**src/rtl/prd_pkg.sv**
```systemverilog
package prd_pkg;

    localparam int PRD_AW     = 32;
    localparam int PRD_LW     = 17;
    localparam int DESC_BYTES = 8;

    typedef enum logic [2:0] {
        S_IDLE,
        S_CHECK,
        S_FREQ,
        S_FWAIT,
        S_DREQ,
        S_DWAIT
    } walk_state_e;

    typedef struct packed {
        logic [PRD_AW-1:0] addr;
        logic [PRD_LW-1:0] len;
        logic              last;
    } region_t;

    // Length field: bits 15:1 of the control word, zero meaning 64 KiB.
    function automatic logic [PRD_LW-1:0] prd_len(input logic [31:0] ctl);
        logic [14:0] field;
        field = ctl[15:1];
        if (field == '0)
            return 17'h1_0000;
        return {1'b0, field, 1'b0};
    endfunction

    function automatic region_t prd_decode(input logic [63:0] raw);
        region_t r;
        r.addr = raw[31:0];
        r.len  = prd_len(raw[63:32]);
        r.last = raw[63];
        return r;
    endfunction

endpackage

```
**src/rtl/prd_region.sv**
```systemverilog
module prd_region
    import prd_pkg::*;
(
    input  logic              clk,
    input  logic              rst,
    input  logic              clear,
    input  logic              load,
    input  logic [63:0]       load_raw,
    input  logic              consume,
    input  logic [PRD_LW-1:0] consume_n,
    output region_t           region
);

    always_ff @(posedge clk) begin
        if (rst || clear) begin
            region <= '0;
        end else if (load) begin
            region <= prd_decode(load_raw);
        end else if (consume) begin
            region.addr <= region.addr + PRD_AW'(consume_n);
            region.len  <= region.len - consume_n;
        end
    end

endmodule

```
**src/rtl/prd_ptr.sv**
```systemverilog
module prd_ptr
    import prd_pkg::*;
#(
    parameter int GUARD_BYTES = 4096
) (
    input  logic              clk,
    input  logic              rst,
    input  logic              rewind,
    input  logic [PRD_AW-1:0] base,
    input  logic              step,
    output logic [PRD_AW-1:0] ptr,
    output logic              guard_hit
);

    localparam logic [PRD_AW-1:0] GUARD = PRD_AW'(GUARD_BYTES);

    always_ff @(posedge clk) begin
        if (rst)
            ptr <= '0;
        else if (rewind)
            ptr <= base;
        else if (step)
            ptr <= ptr + PRD_AW'(DESC_BYTES);
    end

    assign guard_hit = (ptr - base) >= GUARD;

endmodule

```
**src/rtl/prd_ctrl.sv**
```systemverilog
module prd_ctrl
    import prd_pkg::*;
#(
    parameter int CNT_W = 24
) (
    input  logic              clk,
    input  logic              rst,
    input  logic              go,
    input  logic [CNT_W-1:0]  go_bytes,
    input  logic              go_to_mem,
    input  region_t           region,
    input  logic              guard_hit,
    input  logic [PRD_AW-1:0] ptr,
    input  logic              req_ready,
    input  logic              rsp_valid,
    output logic              req_valid,
    output logic              req_desc,
    output logic              req_write,
    output logic [PRD_AW-1:0] req_addr,
    output logic [PRD_LW-1:0] req_len,
    output logic [CNT_W-1:0]  req_bufidx,
    output logic              ptr_step,
    output logic              cache_load,
    output logic              cache_consume,
    output logic [PRD_LW-1:0] chunk,
    output logic              idle,
    output logic              done,
    output logic              done_ok
);

    walk_state_e state;
    logic [CNT_W-1:0] rem;
    logic [CNT_W-1:0] bidx;
    logic             dir;

    always_comb begin
        if (rem < CNT_W'(region.len))
            chunk = PRD_LW'(rem);
        else
            chunk = region.len;
    end

    always_ff @(posedge clk) begin
        if (rst) begin
            state   <= S_IDLE;
            rem     <= '0;
            bidx    <= '0;
            dir     <= 1'b0;
            done    <= 1'b0;
            done_ok <= 1'b0;
        end else begin
            done <= 1'b0;
            unique case (state)
                S_IDLE: if (go) begin
                    rem   <= go_bytes;
                    bidx  <= '0;
                    dir   <= go_to_mem;
                    state <= S_CHECK;
                end
                S_CHECK: begin
                    if (rem == '0) begin
                        done    <= 1'b1;
                        done_ok <= 1'b1;
                        state   <= S_IDLE;
                    end else if (region.len == '0) begin
                        if (region.last || guard_hit) begin
                            done    <= 1'b1;
                            done_ok <= 1'b0;
                            state   <= S_IDLE;
                        end else begin
                            state <= S_FREQ;
                        end
                    end else begin
                        state <= S_DREQ;
                    end
                end
                S_FREQ:  if (req_ready) state <= S_FWAIT;
                S_FWAIT: if (rsp_valid) state <= S_CHECK;
                S_DREQ:  if (req_ready) state <= S_DWAIT;
                S_DWAIT: if (rsp_valid) begin
                    rem   <= rem - CNT_W'(chunk);
                    bidx  <= bidx + CNT_W'(chunk);
                    state <= S_CHECK;
                end
                default: state <= S_IDLE;
            endcase
        end
    end

    assign req_valid     = (state == S_FREQ) || (state == S_DREQ);
    assign req_desc      = (state == S_FREQ);
    assign req_write     = (state == S_DREQ) && dir;
    assign req_addr      = (state == S_FREQ) ? ptr : region.addr;
    assign req_len       = (state == S_FREQ) ? PRD_LW'(DESC_BYTES) : chunk;
    assign req_bufidx    = bidx;
    assign ptr_step      = (state == S_FREQ) && req_ready;
    assign cache_load    = (state == S_FWAIT) && rsp_valid;
    assign cache_consume = (state == S_DWAIT) && rsp_valid;
    assign idle          = (state == S_IDLE);

endmodule

```
**src/rtl/prd_walker.sv**
```systemverilog
module prd_walker
    import prd_pkg::*;
#(
    parameter int CNT_W       = 24,
    parameter int GUARD_BYTES = 4096
) (
    input  logic              clk,
    input  logic              rst,
    input  logic [31:0]       tbl_base,
    input  logic              rewind,
    input  logic              arm,
    input  logic              go,
    input  logic [CNT_W-1:0]  go_bytes,
    input  logic              go_to_mem,
    output logic              mem_req_valid,
    input  logic              mem_req_ready,
    output logic              mem_req_desc,
    output logic              mem_req_write,
    output logic [31:0]       mem_req_addr,
    output logic [16:0]       mem_req_len,
    output logic [CNT_W-1:0]  mem_req_bufidx,
    input  logic              mem_rsp_valid,
    input  logic [63:0]       mem_rsp_data,
    output logic              done,
    output logic              done_ok
);

    region_t           region;
    logic [PRD_AW-1:0] ptr;
    logic              guard_hit;
    logic              ptr_step;
    logic              cache_load;
    logic              cache_consume;
    logic [PRD_LW-1:0] chunk;
    logic              idle;

    prd_ptr #(.GUARD_BYTES(GUARD_BYTES)) u_ptr (
        .clk       (clk),
        .rst       (rst),
        .rewind    (rewind && idle),
        .base      (tbl_base),
        .step      (ptr_step),
        .ptr       (ptr),
        .guard_hit (guard_hit)
    );

    prd_region u_region (
        .clk       (clk),
        .rst       (rst),
        .clear     (arm && idle),
        .load      (cache_load),
        .load_raw  (mem_rsp_data),
        .consume   (cache_consume),
        .consume_n (chunk),
        .region    (region)
    );

    prd_ctrl #(.CNT_W(CNT_W)) u_ctrl (
        .clk           (clk),
        .rst           (rst),
        .go            (go),
        .go_bytes      (go_bytes),
        .go_to_mem     (go_to_mem),
        .region        (region),
        .guard_hit     (guard_hit),
        .ptr           (ptr),
        .req_ready     (mem_req_ready),
        .rsp_valid     (mem_rsp_valid),
        .req_valid     (mem_req_valid),
        .req_desc      (mem_req_desc),
        .req_write     (mem_req_write),
        .req_addr      (mem_req_addr),
        .req_len       (mem_req_len),
        .req_bufidx    (mem_req_bufidx),
        .ptr_step      (ptr_step),
        .cache_load    (cache_load),
        .cache_consume (cache_consume),
        .chunk         (chunk),
        .idle          (idle),
        .done          (done),
        .done_ok       (done_ok)
    );

endmodule

```
**config.mk**
```make
export PLATFORM = sky130hd
export DESIGN_NAME = prd_walker
export DESIGN_NICKNAME = d
export VERILOG_FILES = /design/src/rtl/prd_pkg.sv /design/src/rtl/prd_region.sv /design/src/rtl/prd_ptr.sv /design/src/rtl/prd_ctrl.sv /design/src/rtl/prd_walker.sv
export SDC_FILE = /design/constraint.sdc
export NUM_CORES = 1
export LEC_CHECK = 0
export BUFFER_PORTS_ARGS = -buffer_cell sky130_fd_sc_hd__buf_2
export CORE_ASPECT_RATIO = 0.6
export CORE_UTILIZATION = 59
export CTS_CLUSTER_SIZE = 14
export DETAILED_ROUTE_END_ITERATION = 7
export PLACE_DENSITY = 0.87
export SETUP_SLACK_MARGIN = 0.3
export SLEW_MARGIN = 20
export SYNTH_ARGS = -nofsm -noshare
export SYNTH_HDL_FRONTEND = slang
export SYNTH_SLANG_ARGS = --single-unit
```
**constraint.sdc**
```tcl
create_clock -name clk -period 6.9 [get_ports clk]
set_input_delay 0.345 -clock clk [delete_from_list [all_inputs] [get_ports clk]]
set_output_delay 0.345 -clock clk [all_outputs]
set_load 0.02 [all_outputs]
```
======== After elaboration in Yosys (flattened, before gate mapping) ========
Index checks and enable logic that the tools add are counted.
word-level totals
  register bits after elaboration ......... 136
  output and inout bits ................... 78
  input port bits ......................... 128
operators by class
  equal/unequal tests ..................... 10
  order comparisons ....................... 2
  add/subtract/negate cells ............... 6
  bitwise gates (word level) .............. 1
  reduce and logical (&&, ||, !) cells .... 24
  multiplexer cells ....................... 32
operators with widths
  operator                                                                                count
  49-bit 2-to-1 mux                                                                       2
  24-bit 2-to-1 mux                                                                       4
  32-bit 2-to-1 mux                                                                       3
  24-bit case mux with 2 select lines                                                     2
  17-bit 2-to-1 mux                                                                       4
  32-bit by 17-bit adder with 32-bit output                                               1
  32-bit by 4-bit adder with 32-bit output (second input constant)                        1
  32-bit by 13-bit greater-or-equal comparator with 1-bit output (second input constant)  1
  32-bit subtractor                                                                       1
  24-bit by 17-bit adder with 24-bit output                                               1
  24-bit logical NOT                                                                      1
  24-bit by 17-bit less-than comparator with 1-bit output                                 1
  24-bit by 17-bit subtractor with 24-bit output                                          1
  3-bit 2-to-1 mux                                                                        6
  17-bit logical NOT                                                                      1
  17-bit subtractor                                                                       1
  15-bit logical NOT                                                                      1
  3-bit case mux with 5 select lines                                                      1
  2-bit nonzero test                                                                      5
  1-bit 2-to-1 mux                                                                        9
  2-bit != test (second input constant)                                                   4
  3-bit by 2-bit equality test with 1-bit output (second input constant)                  2
  3-bit equality test (second input constant)                                             2
  1-bit logical AND                                                                       6
  other kinds (10)                                                                        14

======== Logic depth before layout (Yosys ltp) ========
Gate-level depths: netlist of the first run.
  depth after elaboration ................. 7
  mapped depth ............................ 22

======== By module ========
From an unflattened synthesis of the first run, not the netlist that was laid out.
unflattened totals
  cell total of the unflattened synthesis .. 1821
  area, all modules ....................... 13250.2 um^2
modules (own cells, without submodules)
  module      cells an instance  times used  area each (um^2)
  prd_ctrl    856                1           6032.0
  prd_region  524                1           3963.8
  prd_ptr     439                1           3241.9
  prd_walker  2                  1           12.5

======== Worst setup path after synthesis of the first run ========
OpenSTA, ideal clock, no wires.
  path type ............................... reg-to-reg
  start point ............................. reg u_ctrl.rem[18]
  end point ............................... reg u_ctrl.rem[21]
  data required time ...................... 6780 ps
  path buffers ............................ 1
  stages on the path, launching flop included .. 17
  path slack .............................. 1494 ps
  arrival time ............................ 5286 ps
  setup time .............................. 120 ps
  cells stage by stage .................... dfxtp_1 -> or4_1 -> buf_2 -> or4_1 -> a211o_1 -> nor2_2 -> mux2i_1 -> ha_1 -> nor2b_1 -> o21a_1 -> o21ai_0 -> nor4b_1 -> o31a_1 -> a211oi_1 -> nor4_1 -> mux2_2 -> a211o_1
between the ends
  cells in the longest elaborated chain, start to end .. 5
ends and longest elaborated chain
  item                                                     RTL line        text
  from (decl)                                              prd_ctrl.sv:32  logic [CNT_W-1:0] rem;
  from (signal assigned)                                   prd_ctrl.sv:55  rem <= go_bytes;
  from (signal assigned)                                   prd_ctrl.sv:81  rem <= rem - CNT_W'(chunk);
  24-bit by 17-bit less-than comparator with 1-bit output  prd_ctrl.sv:37  if (rem < CNT_W'(region.len))
  17-bit 2-to-1 mux                                        prd_ctrl.sv:37
  24-bit by 17-bit subtractor with 24-bit output (*)       prd_ctrl.sv:81
  24-bit 2-to-1 mux (*)                                    prd_ctrl.sv:80  S_DWAIT: if (rsp_valid) begin
  24-bit case mux with 2 select lines (*)                  prd_ctrl.sv:53  unique case (state)
Every way passes the cells marked *; elsewhere a longest branch is shown, timed or not. The select of a mux whose other input is x is not followed.
A chain may end at the register's enable or synchronous reset.

======== Worst setup path after layout of the first run ========
  start point ............................. reg u_region.region[2] (netlist name)
  end point ............................... reg u_region.region[44] (netlist name)
between the ends
  cells in the longest elaborated chain, start to end .. 5
ends and longest elaborated chain
  item                                                     RTL line          text
  24-bit by 17-bit less-than comparator with 1-bit output  prd_ctrl.sv:37
  17-bit 2-to-1 mux (*)                                    prd_ctrl.sv:37
  32-bit by 17-bit adder with 32-bit output (*)            prd_region.sv:20  region.addr <= region.addr + PRD_AW'(consume_n);
  49-bit 2-to-1 mux (*)                                    prd_region.sv:19  end else if (consume) begin
  49-bit 2-to-1 mux (*)                                    prd_region.sv:17  end else if (load) begin
Marks and branches as above.

==> results of run 1 <==
## registers in the layout, indices dropped and copies added (netlist names)
signal             cells
u_ctrl.done_ok         1
u_ctrl.done            1
u_ctrl.state           3
u_ctrl.rem            24
u_ctrl.req_bufidx     24
u_ctrl.dir             1
u_ptr.ptr             32
u_region.region       50
## worst max-delay path by stage
stage / slack, ns / endpoint / start / cells after the start
6_report: 0.70 / u_region.region[44] / u_region.region[2] / 20
4_1_cts: 0.69 / u_ctrl.rem[21] / u_ctrl.rem[18] / 13
3_3_place_gp: 0.91 / u_ctrl.rem[21] / u_ctrl.rem[18] / 13
3_5_place_dp: 0.76 / u_ctrl.rem[21] / u_ctrl.rem[18] / 13
2_1_floorplan: 1.49 / u_ctrl.rem[21] / u_ctrl.rem[18] / 16
5_1_grt: 0.43 / u_region.region[41] / u_region.region[2] / 21
## placed cells by master (no fill, tap or decap), types with 34 or more instances in the layout
cell and n:
xnor2_1 38, nand2_1 136, a211oi_1 39, dfxtp_1 136, o21ai_0 110, ha_1 115
buf_2 189, inv_1 92, xor2_1 35, nor3_1 47, a21oi_1 154, nor2_1 161
mux2_2 34, nand3_1 55
## power by group
part / switching (W) / total [W] / internal (W)
clock network: 0.000394 / 0.000938 / 0.000544
logic: 0.000395 / 0.000644 / 0.000250
registers: 0.0000405 / 0.000850 / 0.000809
total: 0.000829 / 0.00243 / 0.00160
## cells by family after synthesis
kind of cell	count (synthesis)	synth area share (%)
and+or+nand+nor	570	22.0
muxes	60	5.11
adders and majority gates	120	12.2
DFF	136	21.6
xor gates and xnor gates	73	5.08
AOI/OAI and AO/OA	548	28.7
buffers and inverters	171	5.27
## metal layers
| metal | vias up | global-route usage [%] |
|---|---|---|
| met1 | 6680 | 60.4 |
| li1 | 6568 | - |
| met4 | 0 | 11.6 |
| met5 | - | 0 |
| met2 | 1107 | 55.8 |
| met3 | 74 | 15.4 |
## area by class of cell
type,instances,area [um^2],share of cell area [%]
multi-input cells,1371,9240,64.2
flip-flops and latches,136,2720,18.9
repair buffers,216,1150,7.98
clock buffers,22,494,3.43
inverters,92,345,2.40
well taps,273,342,2.37
clock inverters,10,92.6,0.643
diodes,1,2.50,0.0174
## metrics by stage
| step | hold slack (ns) | setup WS [ns] | area, um^2 | cells |
|---|---|---|---|---|
| 6_report | 0.154 | 0.702 | 14400 | 2121 |
| 3_3_place_gp | 0.441 | 0.905 | 13800 | 2088 |
| 2_1_floorplan | 0.431 | 1.49 | 12600 | 1678 |
| 3_5_place_dp | 0.453 | 0.755 | 13800 | 2088 |
| 5_1_grt | 0.156 | 0.433 | 14400 | 2121 |
| 4_1_cts | 0.145 | 0.688 | 14400 | 2120 |
## repair_timing
| item | 4_1_cts | 5_1_grt |
|---|---|---|
| endpoints found under the hold margin | 0 | 0 |
| buffers inserted | 0 | 0 |
| setup endpoints to repair | 0 | 5 |
| gates resized for setup | 0 | 2 |
## tightest hold or removal path, cell delays in order
cell and delay, ns:
buf_2 0.09, a21oi_1 0.05, nor2_1 0.07
==> flow_summary.ini, run 1 <==
[logic_synthesis]
syn-cell-area_mm2 = 0.0126
async_flop_share_pct = 0
synthCells = 1678
synth_area_leader_cell = dfxtp_1
yosysMostFrequentCell = nor2_1
synthTopCellsByCount = nor2_1, a21oi_1, dfxtp_1, nand2_1, ha_1
yosys_warnings = 0
avgSynthCellArea_um2 = 7.50
seq_area_frac_synth_pct = 21.6
synth-edff-count = 0
synthesis.nets = 1926
synth_seq_cells = 136
yosysUniqueCellTypes = 86
synth_ff_type = dfxtp_1
synth.area.top_cells = dfxtp_1, ha_1, a21oi_1
yosys.area.top_type_share_pct = 21.6

[setup_path]
crit_chain = inv_1 > ha_1 > a21o_1 > a21oi_1 > o21ai_0 > o41ai_1 > a21oi_1 > nor2_4 > mux2i_1 > inv_1 > ha_1 > inv_1 > o21ai_0 > nand3_1 > a21oi_1 > a221oi_1 > buf_4 > nor2_1 > a211oi_1 > a311oi_1
end_kind = register
crit_required_ns = 7.25
cp_slowest_cell = mux2i_1
path_buf_inv = 4
critPathArrivalTime_ns = 6.54
r2r-end = u_region.region[44]
cp-start-kind = register
reg2reg_depth = 20
critical-path-max-stage-delay_ns = 0.91
cp_top_family = compound AO/OA/AOI/OAI gates
path_class = reg -> reg
r2r_start = u_region.region[2]
rrSetupSlack_ns = 0.70
worst-path-max-fanout = 10

[min_path]
hold_path.class = in -> reg
hp-start = tbl_base[14]
hold-path-cell-count = 3
hold_end = u_ptr.ptr[14]

[timing]
relSlewSlack_pct = 19.4
timing.final.crit_period_ns = 6.20
fin_crit_sh_pct = 89.8
finClkSkew_ns = 0.0145
fmax_mhz = 161
setup_tns_ns = 0
finalHoldViolations = 0
setup_viol = 0
drv_slew = 0
grt_setup_unrepaired = no
worst_pin_slew_ns = 1.20

[cells_and_area]
nFillCells = 1737
postLayoutCoreUtil_pct = 70.3
layout-drive-gt1-share_pct = 17.5
area_delta_synth_final_pct = 14.3
final_nets = 2082

[status]
status = completed

[clock_tree]
cts_tree = yes
cts_buffer_depth = 2
worstSkewPairLatency_ns = 0.45
hold_buffers = 0
cts_buffers = 17
htreeDepth = 4
clockRootBuffer = clkbuf_16
clk_pin_slew_ns = 0.07
cts_sinks = 136

[global_routing]
grt_overflow_total = 0
grt_pass1_vias = 12620
grt_usage_pct = 41.4
grt_max_degree = 54
antenna_found_initial = 1
grt_pass1_wl_um = 69900

[die]
dieArea_mm2 = 0.0219
rows = 40
die-height_um = 115
die-width_um = 191
initial_core_util_pct = 61.5
core-area_mm2 = 0.0205
ioPinCount = 206

[route]
highest_layer = met4
ant_nets = 0
dr.pass1.iters = 8
dr_total_vias = 14429
drt_iter0_markers = 1975
wl_um = 46400
via_per_inst = 6.80
wl_met3_um = 7650
drc = 0
wl_met2_um = 18000
met1_length_um = 19900
wl_per_cell_um = 21.9

[place]
gp_congestion = 1.02
portBuffers = 189
place_hpwl_um = 34900

[power]
power.density_mw_per_mm2 = 169
p_leak_nw = 6.52
ir_worst_vdd_v = 0.000183
power.total_w = 0.00243

[flow_run]
maxCapViolations = 0
Note: power is estimated with default switching activity, not from simulation.
==> inputs of run 2 (changes only) <==
--- a/config.mk
+++ b/config.mk
@@ -5,12 +5,11 @@
 export SDC_FILE = /design/constraint.sdc
 export NUM_CORES = 1
 export LEC_CHECK = 0
-export BUFFER_PORTS_ARGS = -buffer_cell sky130_fd_sc_hd__buf_2
-export CORE_ASPECT_RATIO = 0.6
 export CORE_UTILIZATION = 59
 export CTS_CLUSTER_SIZE = 14
 export DETAILED_ROUTE_END_ITERATION = 7
-export PLACE_DENSITY = 0.87
+export DONT_BUFFER_PORTS = 1
+export PLACE_DENSITY = 0.79
 export SETUP_SLACK_MARGIN = 0.3
 export SLEW_MARGIN = 20
 export SYNTH_ARGS = -nofsm -noshare
==> run 2 against run 1 <==
Die area is essentially flat. Worst hold slack worse by 0.13 ns. First-iteration DRC count down 39%. Cell count decreased by 8.5%. Non-clock buffer count shrank 184. Largest cell class unchanged. Largest power group unchanged. Highest routed layer unchanged.
==> flow_summary.ini, run 2 (synthesized netlist as in run 1, its figures left out) <==
[cells_and_area]
layout_commonest_cell = nor2_1
final_nets = 1898
top_register = u_region.region
area_delta_synth_final_pct = 7.32
reg.largest.list = u_region.region (50), u_ptr.ptr (32)
largest_register_ffs = 50
final_cell_mix = nor2_1, a21oi_1, nand2_1, dfxtp_1, ha_1
layout-drive-gt1-share_pct = 8.24

[status]
status = completed

[timing]
whs_ns = 0.0205
timing.final.crit_period_ns = 6.21
setup_tns_ns = 0
setup_viol = 0
fin_crit_sh_pct = 90.0
fmax_mhz = 161
finClkSkew_ns = 0.0121
grt_setup_unrepaired = no
finalHoldViolations = 0
drv_slew = 0
relSlewSlack_pct = 29.1
worst_pin_slew_ns = 1.06

[setup_path]
path_buf_inv = 2
crit_chain = inv_1 > ha_1 > a21o_1 > a21oi_1 > o21ai_0 > o41ai_1 > a21oi_1 > nor2_2 > mux2i_1 > ha_1 > nor2b_1 > o21a_1 > o21ai_0 > nor4b_1 > o31a_1 > a211oi_1 > nor4_1 > buf_4 > mux2_2 > a211o_1
cp_top_family = compound AO/OA/AOI/OAI gates
cp-start-kind = register
crit_required_ns = 7.23
worst-path-max-fanout = 6
r2r_start = u_region.region[2]
crit_path_start = u_region.region[2]
cp_slowest_cell = mux2i_1
critical-path-max-stage-delay_ns = 0.70
end_kind = register
path_class = reg -> reg
critPathArrivalTime_ns = 6.54

[clock_tree]
worstSkewPairLatency_ns = 0.44
cts_buffers = 17
clk_pin_slew_ns = 0.07
clockRootBuffer = clkbuf_16
cts_tree = yes
htreeDepth = 4
cts_buffer_depth = 2
cts_sinks = 136
postCtsSetupBuffers = 0

[place]
gp_congestion = 0.971
portBuffers = 0
place_hpwl_um = 30900

[die]
die-width_um = 148
rows = 53
dieArea_mm2 = 0.0219
core-area_mm2 = 0.0210
initial_core_util_pct = 60.1
die-height_um = 148
ioPinCount = 206

[min_path]
hp-start = rst
hold_path.class = in -> reg

[route]
drt_iter0_markers = 1204
dr.pass1.iters = 6
wl_um = 41700
drc = 0
ant_nets = 0
wl_per_cell_um = 21.5
dr_total_vias = 13217
via_per_inst = 6.81

[global_routing]
grt_pass1_vias = 12058
grt_max_degree = 70
grt_pass1_wl_um = 65400
grt_usage_pct = 37.7
grt_overflow_total = 0
antenna_found_initial = 2

[power]
p_leak_nw = 5.68
ir_worst_vdd_v = 0.000150
power.total_w = 0.00238
power.density_mw_per_mm2 = 176

[flow_run]
maxCapViolations = 0
## run 2: final cells by class
class | count | area [um^2]
Timing Repair Buffer | 32 | 267
Inverter | 92 | 345
Multi-Input combinational cell | 1371 | 9230
Clock inverter | 15 | 168
Tap cell | 275 | 344
Sequential cell | 136 | 2720
Fill cell | 1897 | 7450
Clock buffer | 17 | 425
Antenna cell | 2 | 5.00
## run 2: path summary, 6_finish.rpt
| path | end | slack [ns] | cells past startpoint |
|---|---|---|---|
| max | u_ctrl.rem[21] | 0.69 | 20 |
| min | u_ctrl.rem[22] | 0.02 | 1 |
| max reg2reg | u_ctrl.rem[21] | 0.69 | 20 |
| min reg2reg | u_ctrl.dir | 0.47 | 2 |
## run 2: layer usage
layer  global-route usage, %  up-vias  part of all wire, %  wire (um)
met4                    16.4        0                  3.6       1520
li1                        -     6224                    -          -
met5                       0        -                    0          0
met1                    49.9     6139                   41      17300
met3                    11.3      111                   11       4790
met2                    56.5      743                   44      18200
## run 2: timing repair
item	CTS	global route
gates resized for setup	0	0
hold endpoints to repair	69	0
hold buffers	2	0
endpoints found under the setup margin	0	0
## run 2: metrics by stage
step                setup slack, ns  utilization [%]  instances  cell area, um^2
global placement               1.20             61.4       1903            12900
finish                        0.687             64.5       1940            13500
floorplan                      1.49                -       1678            12600
CTS                           0.920             64.4       1937            13500
detailed placement             1.09             61.4       1903            12900
global route                  0.322             64.5       1940            13500
## run 2: report_power, final
group | internal [W] | switching, W
clock | 0.000541 | 0.000417
sequential | 0.000809 | 0.0000412
combinational | 0.000229 | 0.000339
total | 0.00158 | 0.000798
